$ cat config.mk
export PLATFORM = sky130hd
export DESIGN_NAME = qdac_serial_front
export DESIGN_NICKNAME = d
export VERILOG_FILES = /design/src/rtl/qdac_pkg.sv /design/src/rtl/qdac_sync.sv /design/src/rtl/qdac_deser.sv /design/src/rtl/qdac_chan_bank.sv /design/src/rtl/qdac_serial_front.sv
export SDC_FILE = /design/constraint.sdc
export NUM_CORES = 1
export LEC_CHECK = 0
export BUFFER_PORTS_ARGS = -buffer_cell sky130_fd_sc_hd__clkbuf_2
export CAP_MARGIN = 30
export CORE_MARGIN = 10
export CORE_UTILIZATION = 53
export DETAILED_ROUTE_END_ITERATION = 16
export PLACE_DENSITY = 0.76
export SYNTH_ARGS = -nofsm -noshare
export SYNTH_HDL_FRONTEND = slang
export SYNTH_SLANG_ARGS = --single-unit
export TNS_END_PERCENT = 100
$ cat constraint.sdc
create_clock -name clk -period 2.8 [get_ports clk]
set_input_delay 0.28 -clock clk [delete_from_list [all_inputs] [get_ports clk]]
set_output_delay 0.28 -clock clk [all_outputs]
set_load 0.02 [all_outputs]
$ cat src/rtl/qdac_pkg.sv
package qdac_pkg;
  localparam int QD_NCH    = 4;
  localparam int QD_CODE_W = 8;
  localparam int QD_WORD_W = 16;
  localparam int QD_ADDR_W = $clog2(QD_NCH);
  localparam int QD_PAD_W  = QD_WORD_W - QD_ADDR_W - 2 - QD_CODE_W;
  localparam int QD_CNT_W  = $clog2(QD_WORD_W + 1);

  // Field order is fixed by the serial word: address, power, speed, code, pad.
  typedef struct packed {
    logic [QD_ADDR_W-1:0] addr;
    logic                 pwr;
    logic                 fast;
    logic [QD_CODE_W-1:0] code;
    logic [QD_PAD_W-1:0]  pad;
  } qd_word_t;
endpackage

$ cat src/rtl/qdac_sync.sv
module qdac_sync #(
  parameter int           W       = 1,
  parameter int           STAGES  = 2,
  parameter logic [W-1:0] RST_VAL = '0
) (
  input  logic         clk,
  input  logic         rst,
  input  logic [W-1:0] d,
  output logic [W-1:0] q
);
  logic [W-1:0] st [STAGES];

  always_ff @(posedge clk) begin
    if (rst) begin
      for (int s = 0; s < STAGES; s++) st[s] <= RST_VAL;
    end else begin
      st[0] <= d;
      for (int s = 1; s < STAGES; s++) st[s] <= st[s-1];
    end
  end

  assign q = st[STAGES-1];
endmodule

$ cat src/rtl/qdac_deser.sv
module qdac_deser
  import qdac_pkg::*;
#(
  parameter int MIN_BITS = 8
) (
  input  logic                 clk,
  input  logic                 rst,
  input  logic                 sclk_s,
  input  logic                 fs_s,
  input  logic                 cs_n_s,
  input  logic                 din_s,
  output logic                 commit_o,
  output logic [QD_WORD_W-1:0] word_o,
  output logic [QD_CNT_W-1:0]  cnt_o
);
  localparam logic [QD_CNT_W-1:0] LAST_IDX = QD_CNT_W'(QD_WORD_W - 1);
  localparam logic [QD_CNT_W-1:0] FULL_CNT = QD_CNT_W'(QD_WORD_W);
  localparam logic [QD_CNT_W-1:0] MIN_CNT  = QD_CNT_W'(MIN_BITS);

  logic                 sclk_d, fs_d;
  logic                 active;
  logic [QD_CNT_W-1:0]  cnt;
  logic [QD_WORD_W-1:0] shreg;
  logic [QD_WORD_W-1:0] shifted;
  logic                 sclk_fall, fs_fall, fs_rise;

  assign sclk_fall = sclk_d & ~sclk_s;
  assign fs_fall   = fs_d & ~fs_s;
  assign fs_rise   = ~fs_d & fs_s;
  assign shifted   = {shreg[QD_WORD_W-2:0], din_s};

  always_ff @(posedge clk) begin
    if (rst) begin
      sclk_d   <= 1'b1;
      fs_d     <= 1'b1;
      active   <= 1'b0;
      cnt      <= '0;
      shreg    <= '0;
      word_o   <= '0;
      commit_o <= 1'b0;
    end else begin
      sclk_d   <= sclk_s;
      fs_d     <= fs_s;
      commit_o <= 1'b0;
      if (cs_n_s) begin
        active <= 1'b0;
      end else if (fs_fall) begin
        active <= 1'b1;
        cnt    <= '0;
        shreg  <= '0;
      end else if (active) begin
        if (sclk_fall) begin
          shreg <= shifted;
          cnt   <= cnt + 1'b1;
          if (cnt == LAST_IDX) begin
            word_o   <= shifted;
            commit_o <= 1'b1;
            active   <= 1'b0;
          end
        end else if (fs_rise) begin
          active <= 1'b0;
          if (cnt >= MIN_CNT) begin
            word_o   <= shreg << (FULL_CNT - cnt);
            commit_o <= 1'b1;
          end
        end
      end
    end
  end

  assign cnt_o = cnt;
endmodule

$ cat src/rtl/qdac_chan_bank.sv
module qdac_chan_bank
  import qdac_pkg::*;
(
  input  logic                        clk,
  input  logic                        rst,
  input  logic                        wr_en,
  input  qd_word_t                    wr_word,
  input  logic                        ldac_low,
  input  logic                        pd_low,
  output logic [QD_NCH*QD_CODE_W-1:0] code_o,
  output logic [QD_NCH-1:0]           fast_o,
  output logic [QD_NCH-1:0]           pwrdn_o,
  output logic                        fmt_err_o
);
  for (genvar g = 0; g < QD_NCH; g++) begin : g_ch
    logic [QD_CODE_W-1:0] in_code, out_code;
    logic                 in_fast, out_fast, in_pwr, out_pwr;
    logic                 pend, pwrdn_q, hit;

    assign hit = wr_en && (wr_word.addr == QD_ADDR_W'(g));

    always_ff @(posedge clk) begin
      if (rst) begin
        in_code  <= '0;
        in_fast  <= 1'b0;
        in_pwr   <= 1'b0;
        out_code <= '0;
        out_fast <= 1'b0;
        out_pwr  <= 1'b0;
        pend     <= 1'b0;
        pwrdn_q  <= 1'b0;
      end else begin
        if (hit) begin
          in_code <= wr_word.code;
          in_fast <= wr_word.fast;
          in_pwr  <= wr_word.pwr;
        end
        pend <= hit | (pend & ~ldac_low);
        if (pend && ldac_low) begin
          out_code <= in_code;
          out_fast <= in_fast;
          out_pwr  <= in_pwr;
        end
        pwrdn_q <= out_pwr | pd_low;
      end
    end

    assign code_o[g*QD_CODE_W +: QD_CODE_W] = out_code;
    assign fast_o[g]  = out_fast;
    assign pwrdn_o[g] = pwrdn_q;
  end

  always_ff @(posedge clk) begin
    if (rst) fmt_err_o <= 1'b0;
    else if (wr_en && (wr_word.pad != '0)) fmt_err_o <= 1'b1;
  end
endmodule

$ cat src/rtl/qdac_serial_front.sv
module qdac_serial_front
  import qdac_pkg::*;
#(
  parameter int SYNC_STAGES = 2,
  parameter int MIN_BITS    = 8
) (
  input  logic                        clk,
  input  logic                        rst,
  input  logic                        sclk_i,
  input  logic                        din_i,
  input  logic                        cs_n_i,
  input  logic                        fs_i,
  input  logic                        ldac_n_i,
  input  logic                        pd_n_i,
  output logic [QD_NCH*QD_CODE_W-1:0] ch_code_o,
  output logic [QD_NCH-1:0]           ch_fast_o,
  output logic [QD_NCH-1:0]           ch_pwrdn_o,
  output logic                        fmt_err_o
);
  // Synchronizer lane order: {pd_n, ldac_n, din, cs_n, fs, sclk}
  logic [5:0]           raw_in, syn;
  logic                 ldac_low_s, pd_low_s, cs_high_s;
  logic                 frm_commit;
  logic [QD_WORD_W-1:0] frm_word;
  logic [QD_CNT_W-1:0]  rx_cnt;

  assign raw_in = {pd_n_i, ldac_n_i, din_i, cs_n_i, fs_i, sclk_i};

  qdac_sync #(.W(6), .STAGES(SYNC_STAGES), .RST_VAL(6'b110111)) u_sync (
    .clk(clk), .rst(rst), .d(raw_in), .q(syn)
  );

  assign cs_high_s  = syn[2];
  assign ldac_low_s = ~syn[4];
  assign pd_low_s   = ~syn[5];

  qdac_deser #(.MIN_BITS(MIN_BITS)) u_deser (
    .clk(clk), .rst(rst),
    .sclk_s(syn[0]), .fs_s(syn[1]), .cs_n_s(syn[2]), .din_s(syn[3]),
    .commit_o(frm_commit), .word_o(frm_word), .cnt_o(rx_cnt)
  );

  qdac_chan_bank u_bank (
    .clk(clk), .rst(rst),
    .wr_en(frm_commit), .wr_word(qd_word_t'(frm_word)),
    .ldac_low(ldac_low_s), .pd_low(pd_low_s),
    .code_o(ch_code_o), .fast_o(ch_fast_o), .pwrdn_o(ch_pwrdn_o),
    .fmt_err_o(fmt_err_o)
  );
endmodule

# --- Word-level counts from Yosys, hierarchy flattened ---
# Memories as Yosys holds them, arrays and structs flattened.
# Index checks and enable logic that the tools add are counted.
# W data, S select, Z words.
totals:
  romBits: 0
  elab_cells: 118
  mem_count: 1
  output_inout_bits: 41
  in_bits: 8
  latchBits: 0
  reg_bits: 130
  mem_bits_rw: 12
op_classes:
  mul: 0
  reduce_logical: 19
  n_bitwise: 25
  n_eq_ne: 5
  shift: 1
  n_lt_le_gt_ge: 1
  n_addsub: 2
  div: 0
  mux: 24
memory_table:
  columns: ["memory", "words", "width", "rd", "rd_ports_with_merged_regs", "wr", "line", "rtl"]
  rows:
  - ["u_sync.st", 2, 6, 2, 0, 2, "qdac_sync.sv:11", "logic [W-1:0] st [STAGES];"]
ops:
  columns: ["op", "n"]
  rows:
  - ["$mux W16", 7]
  - ["$shl A16 B5 Y16", 1]
  - ["$mux W5", 3]
  - ["$mux W1", 12]
  - ["$mux W6", 2]
  - ["$or A1 B1 Y1", 10]
  - ["$logic_and A1 B1 Y1", 9]
  - ["$not A1 Y1", 8]
  - ["$reduce_bool A2 Y1", 4]
  - ["$and A1 B1 Y1", 7]
  - ["$reduce_and A6 Y1", 1]
  - ["$add A5 B1 Y5 const B", 1]
  - ["$eq A5 B4 Y1 const B", 1]
  - ["$ge A5 B4 Y1 const B", 1]
  - ["$sub A5 B5 Y5 const A", 1]
  - ["$eq A2 B2 Y1 const B", 2]
  - ["$reduce_bool A4 Y1", 1]
  - ["$reduce_or A4 Y1", 1]
  - ["$reduce_and A3 Y1", 1]
  - ["$eq A2 B1 Y1 const B", 1]
  - ["$logic_not A2 Y1", 1]
  - ["$ne A2 B2 Y1 const B", 1]
  - ["$reduce_or A2 Y1", 1]

# --- Logic depth before layout (Yosys ltp) ---
# Gate-level depths: netlist of run 1.
depth:
  depth_word: 6
  depth_mapped: 12
  mapped_depth_nobuf: 8

# --- By module ---
# From an unflattened synthesis of run 1, not the netlist that was laid out.
unflattened:
  cells_unflattened: 661
  area_unflattened_um2: 6598.8
by_module_without_submodules:
  columns: ["module", "cells_per_inst", "seq_area_each_um2", "n_inst", "area_per_inst_um2"]
  rows:
  - ["qdac_chan_bank", 364, 1781.7, 1, 3638.5]
  - ["qdac_deser", 264, 820.8, 1, 2582.5]
  - ["qdac_sync", 31, 240.2, 1, 370.4]
  - ["qdac_serial_front", 2, 0.0, 1, 7.5]

# --- Least setup slack after synthesis of run 1 ---
# No wires, ideal clock.
synth_path:
  path_kind: "register to register"
  from: "register u_deser.cnt[0], in the netlist u_deser.cnt_o[0]"
  to: "register u_deser.word_o[6]"
  path_buffers: 4
  required_time_ps: 2726
  t_arrival_ps: 2667
  setup_ps: 74
  path_stages_with_launch: 11
  setup_slack_ps: 59
  synth_period_minus_slack_ps: 2741
  cell_sequence: "dfxtp_1 -> buf_2 -> buf_2 -> inv_1 -> buf_2 -> ha_1 -> buf_6 -> mux2i_1 -> mux4_2 -> or4_1 -> a31oi_1"
synth_via:
  elab_chain_cells: 5
  word_cells_on_any_way: 10
  cone_classes: "add/sub: 1; order compare: 1; eq/ne: 2; shift: 1; mux: 3; reduce/logical: 2"
synth_rtl:
  columns: ["item", "line", "rtl"]
  rows:
  - ["start, declared", "qdac_deser.sv:22", "logic [QD_CNT_W-1:0] cnt;"]
  - ["start signal, assigned", "qdac_deser.sv:54", "cnt <= cnt + 1'b1;"]
  - ["$sub A5 B5 Y5", "qdac_deser.sv:63", "word_o <= shreg << (FULL_CNT - cnt);"]
  - ["$shl A16 B5 Y16", "qdac_deser.sv:63", null]
  - ["$mux W16", "qdac_deser.sv:62", "if (cnt >= MIN_CNT) begin"]
  - ["$mux W16", "qdac_deser.sv:60", "end else if (fs_rise) begin"]
  - ["$mux W16", "qdac_deser.sv:52", "if (sclk_fall) begin"]
  - ["end signal, assigned", "qdac_deser.sv:56", "word_o <= shifted;"]
  - ["end signal, assigned", "qdac_deser.sv:63", null]
  - ["end, declared", "qdac_deser.sv:13", "output logic [QD_WORD_W-1:0] word_o,"]
# Parallel ways exist; a longest one is shown, timed or not. The select of a mux whose other input is x is not followed.
# A chain may end at the register's enable or synchronous reset.

# --- Worst setup path after layout of run 1 ---
layout_path:
  from: "register u_deser.cnt[1], in the netlist u_deser.cnt_o[1]"
  to: "register u_deser.word_o[15]"
# Same word-level chain as after synthesis.

==> flow_summary.json, run 1 <==
{
  "status": "finished, final reports clean",
  "holdCritStartpoint": "rst",
  "ys.flop_type": "dfxtp_1",
  "vias": 4965,
  "final_antenna_net_count": 0,
  "synth_edf_count": 0,
  "max-slew-margin-rel_pct": 33.4,
  "cts_buffers": 17,
  "drive_above_1_share_pct": 16.0,
  "syn-num-nets": 708,
  "drtIter0Drc": 578,
  "synth-seq-cells": 142,
  "drc": 0,
  "min_period_over_period_pct": 87.7,
  "clock-skew-final_ps": 6.70,
  "startpoint": "u_deser.cnt_o[1]",
  "critPathLaunchType": "flop",
  "p_total_mw": 4.19,
  "wl_per_cell_um": 16.0,
  "crit_chain": "inv_1 > ha_1 > buf_4 > mux4_2 > and2_1 > a311o_1 > a31oi_1 > nor3_1",
  "min_period_ps": 2460,
  "path_clk_slew_ps": 60,
  "syn_inst": 696,
  "peakVddDrop_mv": 0.516,
  "antenna_cells": 0,
  "grt_pass1_wl_mm": 23.5,
  "rows": 38,
  "io_buffer_count": 48,
  "dr.pass1.iters": 5,
  "leakagePower_nw": 2.45,
  "via_per_inst": 5.63,
  "clk_latency_ps": 530,
  "critPathCaptureType": "flop",
  "yosysSeqAreaShare_pct": 48.5,
  "slew_viol_final": 0,
  "slowest_stage": "ha_1",
  "routed_wl_mm": 14.1,
  "crit_arrival_ps": 2860,
  "rr_startpoint": "u_deser.cnt_o[1]",
  "io_pins": 49,
  "fmax_mhz": 407,
  "hp-class": "input pin to flop",
  "netlist_area_mm2": 0.00586,
  "nNetsFinal": 742,
  "rsz0062_at_grt": "false",
  "synth_cell_types": 48,
  "grt_usage_pct": 17.8,
  "synth_warnings": 0,
  "grt_pass1_vias": 4829,
  "clock-sinks": 142,
  "dp_hpwl_mm": 9.61,
  "synth.avg_cell_area_um2": 8.42,
  "finalSetupViolCount": 0,
  "cts_root_buffer": "clkbuf_8",
  "die_area_mm2": 0.0157,
  "antenna_found_initial": 0,
  "htreeDepth": 4,
  "required_ps": 3200,
  "tightest_slew_ps": 992,
  "area_delta_synth_final_pct": 15.3,
  "cap_viol_max_count": 0,
  "async_reset_ff_share_pct": 0,
  "die_y_um": 125,
  "gp_congestion": 0.963,
  "powerDensity_mw_per_mm2": 621,
  "cp_slowest_stage_delay_ps": 600,
  "cts_tree": "built",
  "start_util_pct": 54.1,
  "die_x_um": 125,
  "grt_max_degree": 48,
  "hold_violations": 0,
  "overflow": 0,
  "finalSetupTns_ps": 0,
  "clockBufferDepth": 2,
  "core_mm2": 0.0108,
  "path_class": "flop to flop",
  "crit_fanout": 12
}
per-stage QoR:
stage | cell area (um^2) | utilization [%] | instances | setup WS (ps) | hold slack (ps)
after floorplan | 5860 | - | 696 | 58.6 | 384
after global placement | 6140 | 56.6 | 845 | 430 | 394
after detailed placement | 6140 | 56.6 | 845 | 362 | 396
after CTS | 6760 | 62.3 | 882 | 358 | 169
after global routing | 6760 | 62.3 | 882 | 219 | 196
final | 6760 | 62.3 | 882 | 344 | 186
worst paths after layout:
check | slack, ps | to | cells after the start
min reg2reg | 410 | u_sync.st[0][10] | 1
min | 190 | u_deser.shreg[13] | 2
max | 340 | u_deser.word_o[15] | 8
max reg2reg | 340 | u_deser.word_o[15] | 8
cells in the mapped netlist (4+ instances only):
cell type	count	share of area (%)
clkbuf_1	31	2.0
or2_2	14	1.5
nor2_1	57	3.7
buf_4	8	1.0
mux4_2	8	3.1
a22oi_1	17	2.2
dfxtp_1	142	49
xnor2_1	5	0.75
o21ai_0	23	2.0
nor3b_1	4	0.51
a21oi_1	87	7.4
a31oi_1	5	0.53
mux2_2	5	0.96
nand2b_1	8	0.85
a221oi_1	8	1.2
ha_1	4	0.85
buf_2	7	0.60
nor3_1	7	0.60
mux2i_1	23	3.9
nor2b_1	8	0.85
inv_1	12	0.77
nand2_1	169	11
buf_1	5	0.32
cell usage in the layout, fill, tap and decap left out, drive strengths merged, types with 14 or more instances in the layout:
cell / count
nand2: 169
dfxtp: 142
a21oi: 87
clkbuf: 70
nor2: 57
o21ai: 24
mux2i: 23
a22oi: 17
or2: 14
buf: 14
inv: 14
cells by family (layout without fill, tap and decap cells):
logic type | count (synthesis) | after routing | share of synthesized area [%]
and+or+nand+nor | 284 | 284 | 20.7
AOI/OAI and AO/OA | 158 | 158 | 15.9
DFF | 142 | 142 | 48.5
buffers and inverters | 64 | 110 | 4.89
muxes | 36 | 36 | 7.96
xor gates and xnor gates | 8 | 8 | 1.20
adders and majority gates | 4 | 4 | 0.854
sequential cells by signal (all words and copies together), names as in the netlist:
| register | count |
|---|---|
| u_deser.sclk_d | 1 |
| u_deser.commit_o | 1 |
| u_sync.st | 12 |
| u_bank.g_ch.pwrdn_q | 4 |
| u_deser.fs_d | 1 |
| u_deser.cnt_o | 5 |
| u_bank.g_ch.pend | 4 |
| u_bank.g_ch.in_code | 32 |
| u_bank.g_ch.out_code | 32 |
| u_bank.g_ch.out_pwr | 4 |
| u_deser.active | 1 |
| u_bank.g_ch.in_fast | 4 |
| u_deser.word_o | 16 |
| u_deser.shreg | 16 |
| u_bank.fmt_err_o | 1 |
| u_bank.g_ch.in_pwr | 4 |
| u_bank.g_ch.out_fast | 4 |
power breakdown:
| part | internal [mW] | total [mW] | leakage, nW | switching, mW |
|---|---|---|---|---|
| Combinational | 0.0225 | 0.0674 | 1.04 | 0.0449 |
| Sequential | 2.03 | 2.04 | 1.15 | 0.00787 |
| Clock | 1.27 | 2.09 | 0.267 | 0.819 |
| Total | 3.32 | 4.19 | 2.45 | 0.872 |
final cells by class:
cell class | instances | area (um^2)
Fill cell | 913 | 4090
Sequential cell | 142 | 2840
Multi-Input combinational cell | 490 | 2740
Clock buffer | 23 | 477
Timing Repair Buffer | 67 | 400
Tap cell | 140 | 175
Clock inverter | 8 | 80.1
Inverter | 12 | 45.0
routing by layer:
metal / vias up / track usage, % / wire, um
met5: - / 0 / 0
met3: 42 / 5.53 / 1030
met4: 0 / 7.11 / 384
met2: 196 / 29.8 / 6840
met1: 2297 / 20.8 / 5840
li1: 2430 / - / -
timing repair:
action                                  in CTS  in global routing
endpoints found under the setup margin       0                  0
endpoints found under the hold margin        6                  0
buffers inserted                             0                  0
gates resized for setup                      0                  0
hold buffers                                 6                  0
worst max-delay path, delay by kind of cell, from the launching register on:
family          cells  cell delay [ps]
simple gates        2              230
fa+ha+maj           1              600
flops               1              390
compound gates      2              440
buf+inv             2              350
mux                 1              310
(Power assumes the default switching activity.)
==> inputs of run 2 (changes only) <==
--- a/config.mk
+++ b/config.mk
@@ -7,6 +7,7 @@
 export LEC_CHECK = 0
 export BUFFER_PORTS_ARGS = -buffer_cell sky130_fd_sc_hd__clkbuf_2
 export CAP_MARGIN = 30
+export CORE_ASPECT_RATIO = 1.75
 export CORE_MARGIN = 10
 export CORE_UTILIZATION = 53
 export DETAILED_ROUTE_END_ITERATION = 16
==> run 2 against run 1 <==
Compared with the run above:
- core utilization barely moved
- global-route usage rose by 0.33 points
- count of clock-buffer cells in the layout fell by 6
- non-clock buffer count fell by 5
- power rose by 1.0%
- register-to-register slack improved by 140 ps
- design area fell by 0.74%
- critical endpoint is now u_deser.word_o[10]
==> flow_summary.json, run 2 (synthesis gave the netlist of run 1 again) <==
{
  "status": "finished, final reports clean",
  "cts_root_buffer": "clkbuf_16",
  "layout.cells.non_filler": 868,
  "path_clk_slew_ps": 70,
  "start_util_pct": 54.5,
  "rows": 50,
  "peakVddDrop_mv": 0.466,
  "antenna_found_initial": 0,
  "slew_viol_final": 0,
  "hold_violations": 0,
  "clockBufferDepth": 2,
  "die_x_um": 99.5,
  "die_area_mm2": 0.0158,
  "tightest_slew_ps": 806,
  "grt_usage_pct": 18.1,
  "wl_per_cell_um": 16.6,
  "postCtsSetupRepairBufs": 0,
  "critPathLaunchType": "flop",
  "hp-class": "input pin to flop",
  "via_per_inst": 5.56,
  "io_buffer_count": 48,
  "leakagePower_nw": 2.44,
  "layout_common_cells": "nand2_1 (169), dfxtp_1 (142), a21oi_1 (87)",
  "cap_viol_max_count": 0,
  "htreeDepth": 4,
  "postCtsHoldBufs": 0,
  "cts_buffers": 17,
  "dr.pass1.iters": 4,
  "min_period_over_period_pct": 82.8,
  "area_delta_synth_final_pct": 14.4,
  "clock-skew-final_ps": 8.55,
  "cts_tree": "built",
  "final_antenna_net_count": 0,
  "gp_congestion": 0.900,
  "crit_arrival_ps": 2610,
  "critPathCaptureType": "flop",
  "nNetsFinal": 737,
  "clock-sinks": 142,
  "holdPathStages": 2,
  "rsz0062_at_grt": "false",
  "fillers": 928,
  "finalSetupTns_ps": 0,
  "grt_pass1_wl_mm": 23.3,
  "fmax_mhz": 431,
  "powerDensity_mw_per_mm2": 632,
  "drc": 0,
  "die_y_um": 159,
  "finalSetupViolCount": 0,
  "vias": 4826,
  "required_ps": 3090,
  "clk_latency_ps": 420,
  "drive_above_1_share_pct": 16.7,
  "crit_fanout": 8,
  "antenna_cells": 0,
  "dp_hpwl_mm": 10.6,
  "grt_max_degree": 70,
  "drtIter0Drc": 154,
  "max-slew-margin-rel_pct": 45.9,
  "io_pins": 49,
  "grt_pass1_vias": 4711,
  "final_common_cell": "nand2_1",
  "largestRegisters": "u_bank.g_ch.in_code: 32 flops, u_bank.g_ch.out_code: 32 flops",
  "reg2reg_depth": 8,
  "ctsResizeCount": 0,
  "core_mm2": 0.0108,
  "dp_cells": 836,
  "routed_wl_mm": 14.4,
  "min_period_ps": 2320,
  "path_class": "flop to flop",
  "overflow": 0
}
## run 2: changes by cell type in the layout (fill, tap and decap cells not counted)
cell / change
dlygate4sd3_1: -6
clkbuf_16: +1
clkinv_8: +2
clkinv_4: +3
inv_6: +4
inv_8: +2
bufinv_16: -1
buf_4: +1
clkbuf_8: -5
clkinv_2: -1
clkinvlp_4: -2
clkbuf_1: -2
## run 2: worst paths after layout
kind | slack (ps) | start | endpoint
worst max-delay path | 480 | u_deser.cnt_o[1] | u_deser.word_o[10]
worst min-delay path | 40 | cs_n_i | u_sync.st[0][2]
worst max register to register | 480 | u_deser.cnt_o[1] | u_deser.word_o[10]
worst min register to register | 410 | u_sync.st[0][1] | u_sync.st[0][7]
## run 2: layout make-up
type	instances	area, um^2	area share (%)
well taps	130	163	2.43
inverters	12	45.0	0.672
multi-input cells	490	2740	40.8
clock buffers	17	425	6.34
repair buffers	62	348	5.19
flip-flops and latches	142	2840	42.4
clock inverters	15	146	2.18
## run 2: power breakdown
part,total [mW],switching (mW),internal [mW]
registers,2.04,0.00780,2.03
logic,0.0586,0.0425,0.0161
clock network,2.14,0.963,1.18
## run 2: critical path, stage by stage, from the launching register on
cell       delay, ps
dfxtp_1          390
inv_1             80
ha_1             450
buf_4            240
mux4_2           310
nand2_1          160
a2111oi_0        130
a221oi_1         310
a21oi_1          120
## run 2: layer usage
metal  GRT usage (%)  vias to the layer above  routed length (um)
li1                -                     2433                   -
met1            17.5                     2253                5320
met2            33.8                      105                7990
met3            4.12                       35                 521
met4            9.69                        0                 546
met5               0                        -                   0
## run 2: through the flow
step	setup WS, ps	cell area [um^2]	hold WS, ps	power, mW	util, %
floorplan	58.6	5860	384	2.13	-
global route	325	6710	36.2	4.36	62.3
global placement	548	6130	392	2.14	57.0
detailed placement	499	6130	401	2.14	57.0
finish	482	6710	38.8	4.24	62.3
CTS	494	6710	24.2	4.27	62.3
==> inputs of run 3 (changes only) <==
==> constraint.sdc (replaced) <==
create_clock -name clk -period 1.9 [get_ports clk]
set_input_delay 0.19 -clock clk [delete_from_list [all_inputs] [get_ports clk]]
set_output_delay 0.19 -clock clk [all_outputs]
set_load 0.02 [all_outputs]
==> run 3 against run 2 <==
Compared with the run above:
- the run now ends with negative setup slack left
- sequential share of layout area shrank 4.2 points
- setup slack got worse by 660 ps
- register-to-register slack got worse by 660 ps
- clock power rose by 52%
- core utilization is 7.0 points higher
- combinational power up 79%
- cell count is 6.3% higher
- clock skew decreased by 1.1 ps
- sequential power increased by 47%
- largest power group unchanged
==> flow_summary.json, run 3 (synthesis gave the netlist of run 1 again) <==
{
  "final_design_area_no_fill_mm2": 0.00745,
  "cp_num_cells": 7,
  "utilization_pct": 69.3,
  "area_delta_synth_final_pct": 27.2,
  "final_common_cell": "nand2_1",
  "crit_arrival_ps": 2430,
  "crit_family": "simple AND/OR/NAND/NOR gates",
  "p_total_mw": 6.36,
  "reg2reg_slack_ps": -180,
  "die_y_um": 159,
  "die_x_um": 99.5,
  "largestRegisters": "u_bank.g_ch.in_code: 32 flops, u_bank.g_ch.out_code: 32 flops",
  "rsz0062_at_grt": "true",
  "cap_viol_max_count": 0,
  "cts_tree": "built",
  "dp_slack_ps": -151,
  "status": "finished, violations left",
  "cts_root_buffer": "clkbuf_16",
  "die_area_mm2": 0.0158,
  "antenna_cells": 0,
  "hold_violations": 0,
  "cp_slowest_stage_delay_ps": 470,
  "reg2reg_depth": 7,
  "gp_congestion": 0.907,
  "nNetsFinal": 792,
  "dr.pass1.iters": 5,
  "via_per_inst": 5.69,
  "top_layer_used": "met4",
  "drc": 0,
  "grt_usage_pct": 20.2,
  "finalSetupViolCount": 13,
  "rr_startpoint": "u_deser.cnt_o[0]",
  "critPathCaptureType": "flop",
  "peakVddDrop_mv": 0.786,
  "violations": "negative setup slack",
  "routed_wl_mm": 16.6,
  "min_period_over_period_pct": 109,
  "place_area_mm2": 0.00650,
  "layout_setup_ws_ps": -180,
  "path_class": "flop to flop",
  "leakagePower_nw": 2.80,
  "tightest_slew_ps": 639,
  "overflow": 0,
  "powerDensity_mw_per_mm2": 853,
  "final_antenna_net_count": 0,
  "max-slew-margin-rel_pct": 57.3,
  "m1WireLength_mm": 5.82,
  "crit_fanout": 6,
  "core_mm2": 0.0108,
  "crit_chain": "inv_6 > ha_4 > buf_6 > nand2b_4 > mux4_2 > or4_1 > a31oi_1",
  "drtIter0Drc": 308,
  "cp-endpoint": "u_deser.word_o[6]",
  "dp_cells": 872,
  "hold_slack_ps": 154,
  "io_buffer_count": 48,
  "wl_per_cell_um": 18.0,
  "grt_max_degree": 58,
  "clock-sinks": 142,
  "slew_viol_final": 0,
  "start_util_pct": 54.5,
  "dp_hpwl_mm": 11.2,
  "slowest_stage": "mux4_2",
  "clockBufferDepth": 2,
  "grt_pass1_wl_mm": 25.9,
  "cts_buffers": 17,
  "htreeDepth": 4,
  "drive_above_1_share_pct": 26.0,
  "path_clk_slew_ps": 60,
  "hp-class": "input pin to flop",
  "fmax_mhz": 481,
  "rows": 50,
  "clock-skew-final_ps": 7.48,
  "critPathLaunchType": "flop",
  "startpoint": "u_deser.cnt_o[0]",
  "finalSetupTns_ps": -1060,
  "min_period_ps": 2080,
  "required_ps": 2250,
  "layout_common_cells": "nand2_1 (168), dfxtp_1 (141), a21oi_1 (85)",
  "critPathBufInv": 2,
  "antenna_found_initial": 0,
  "io_pins": 49,
  "layout.cells.non_filler": 923,
  "timing.rr.end": "u_deser.word_o[6]",
  "grt_pass1_vias": 5303,
  "met3_length_um": 858,
  "dr_wl_met2_mm": 9.01,
  "vias": 5251,
  "clk_latency_ps": 430
}
-- run 3: cell count changes in the layout (fill, tap and decap cells not counted), sizes merged --
| cell | delta |
|---|---|
| buf | +49 |
| bufinv | +1 |
| clkbuf | +1 |
| clkinv | -2 |
| clkinvlp | +1 |
| dlygate4sd3 | +6 |
| inv | -1 |
-- run 3: report_power, final --
group          internal (mW)  leakage [nW]  switching [mW]
Sequential              2.99          1.15          0.0122
Clock                   1.88         0.282            1.37
Combinational         0.0364          1.37          0.0688
Total                   4.91          2.80            1.45
-- run 3: cell type report --
type,instances,area [um^2]
clock buffer,18,439
timing repair buffer,117,823
multi-input combinational,490,2990
tap,130,163
sequential,142,2850
inverter,12,50.0
clock inverter,14,146
fill,835,3310
-- run 3: worst min path at each step --
stage | from | to | slack [ps] | cells past startpoint
finish | rst | u_bank.g_ch[0].in_code[5] | 150 | 2
global route | rst | u_bank.g_ch[0].pend | 160 | 2
CTS | rst | u_bank.g_ch[0].in_code[0] | 150 | 2
detailed placement | cs_n_i | u_sync.st[0][2] | 380 | 2
global placement | fs_i | u_sync.st[0][1] | 370 | 2
floorplan | sclk_i | u_sync.st[0][0] | 290 | 1
-- run 3: what timing repair did --
| action | CTS | global route |
|---|---|---|
| hold buffers | 6 | 0 |
| resized for setup | 25 | 24 |
| setup endpoints to repair | 16 | 16 |
| endpoints found under the hold margin | 6 | 0 |
| pin swaps | 9 | 3 |
| setup buffers | 8 | 4 |
| cloned | 0 | 1 |
-- run 3: per-layer routing --
layer  vias to the layer above  GRT usage, %
met4                         0          15.0
met3                        55          5.73
li1                       2541             -
met1                      2450          18.8
met2                       205          35.8
met5                         -             0
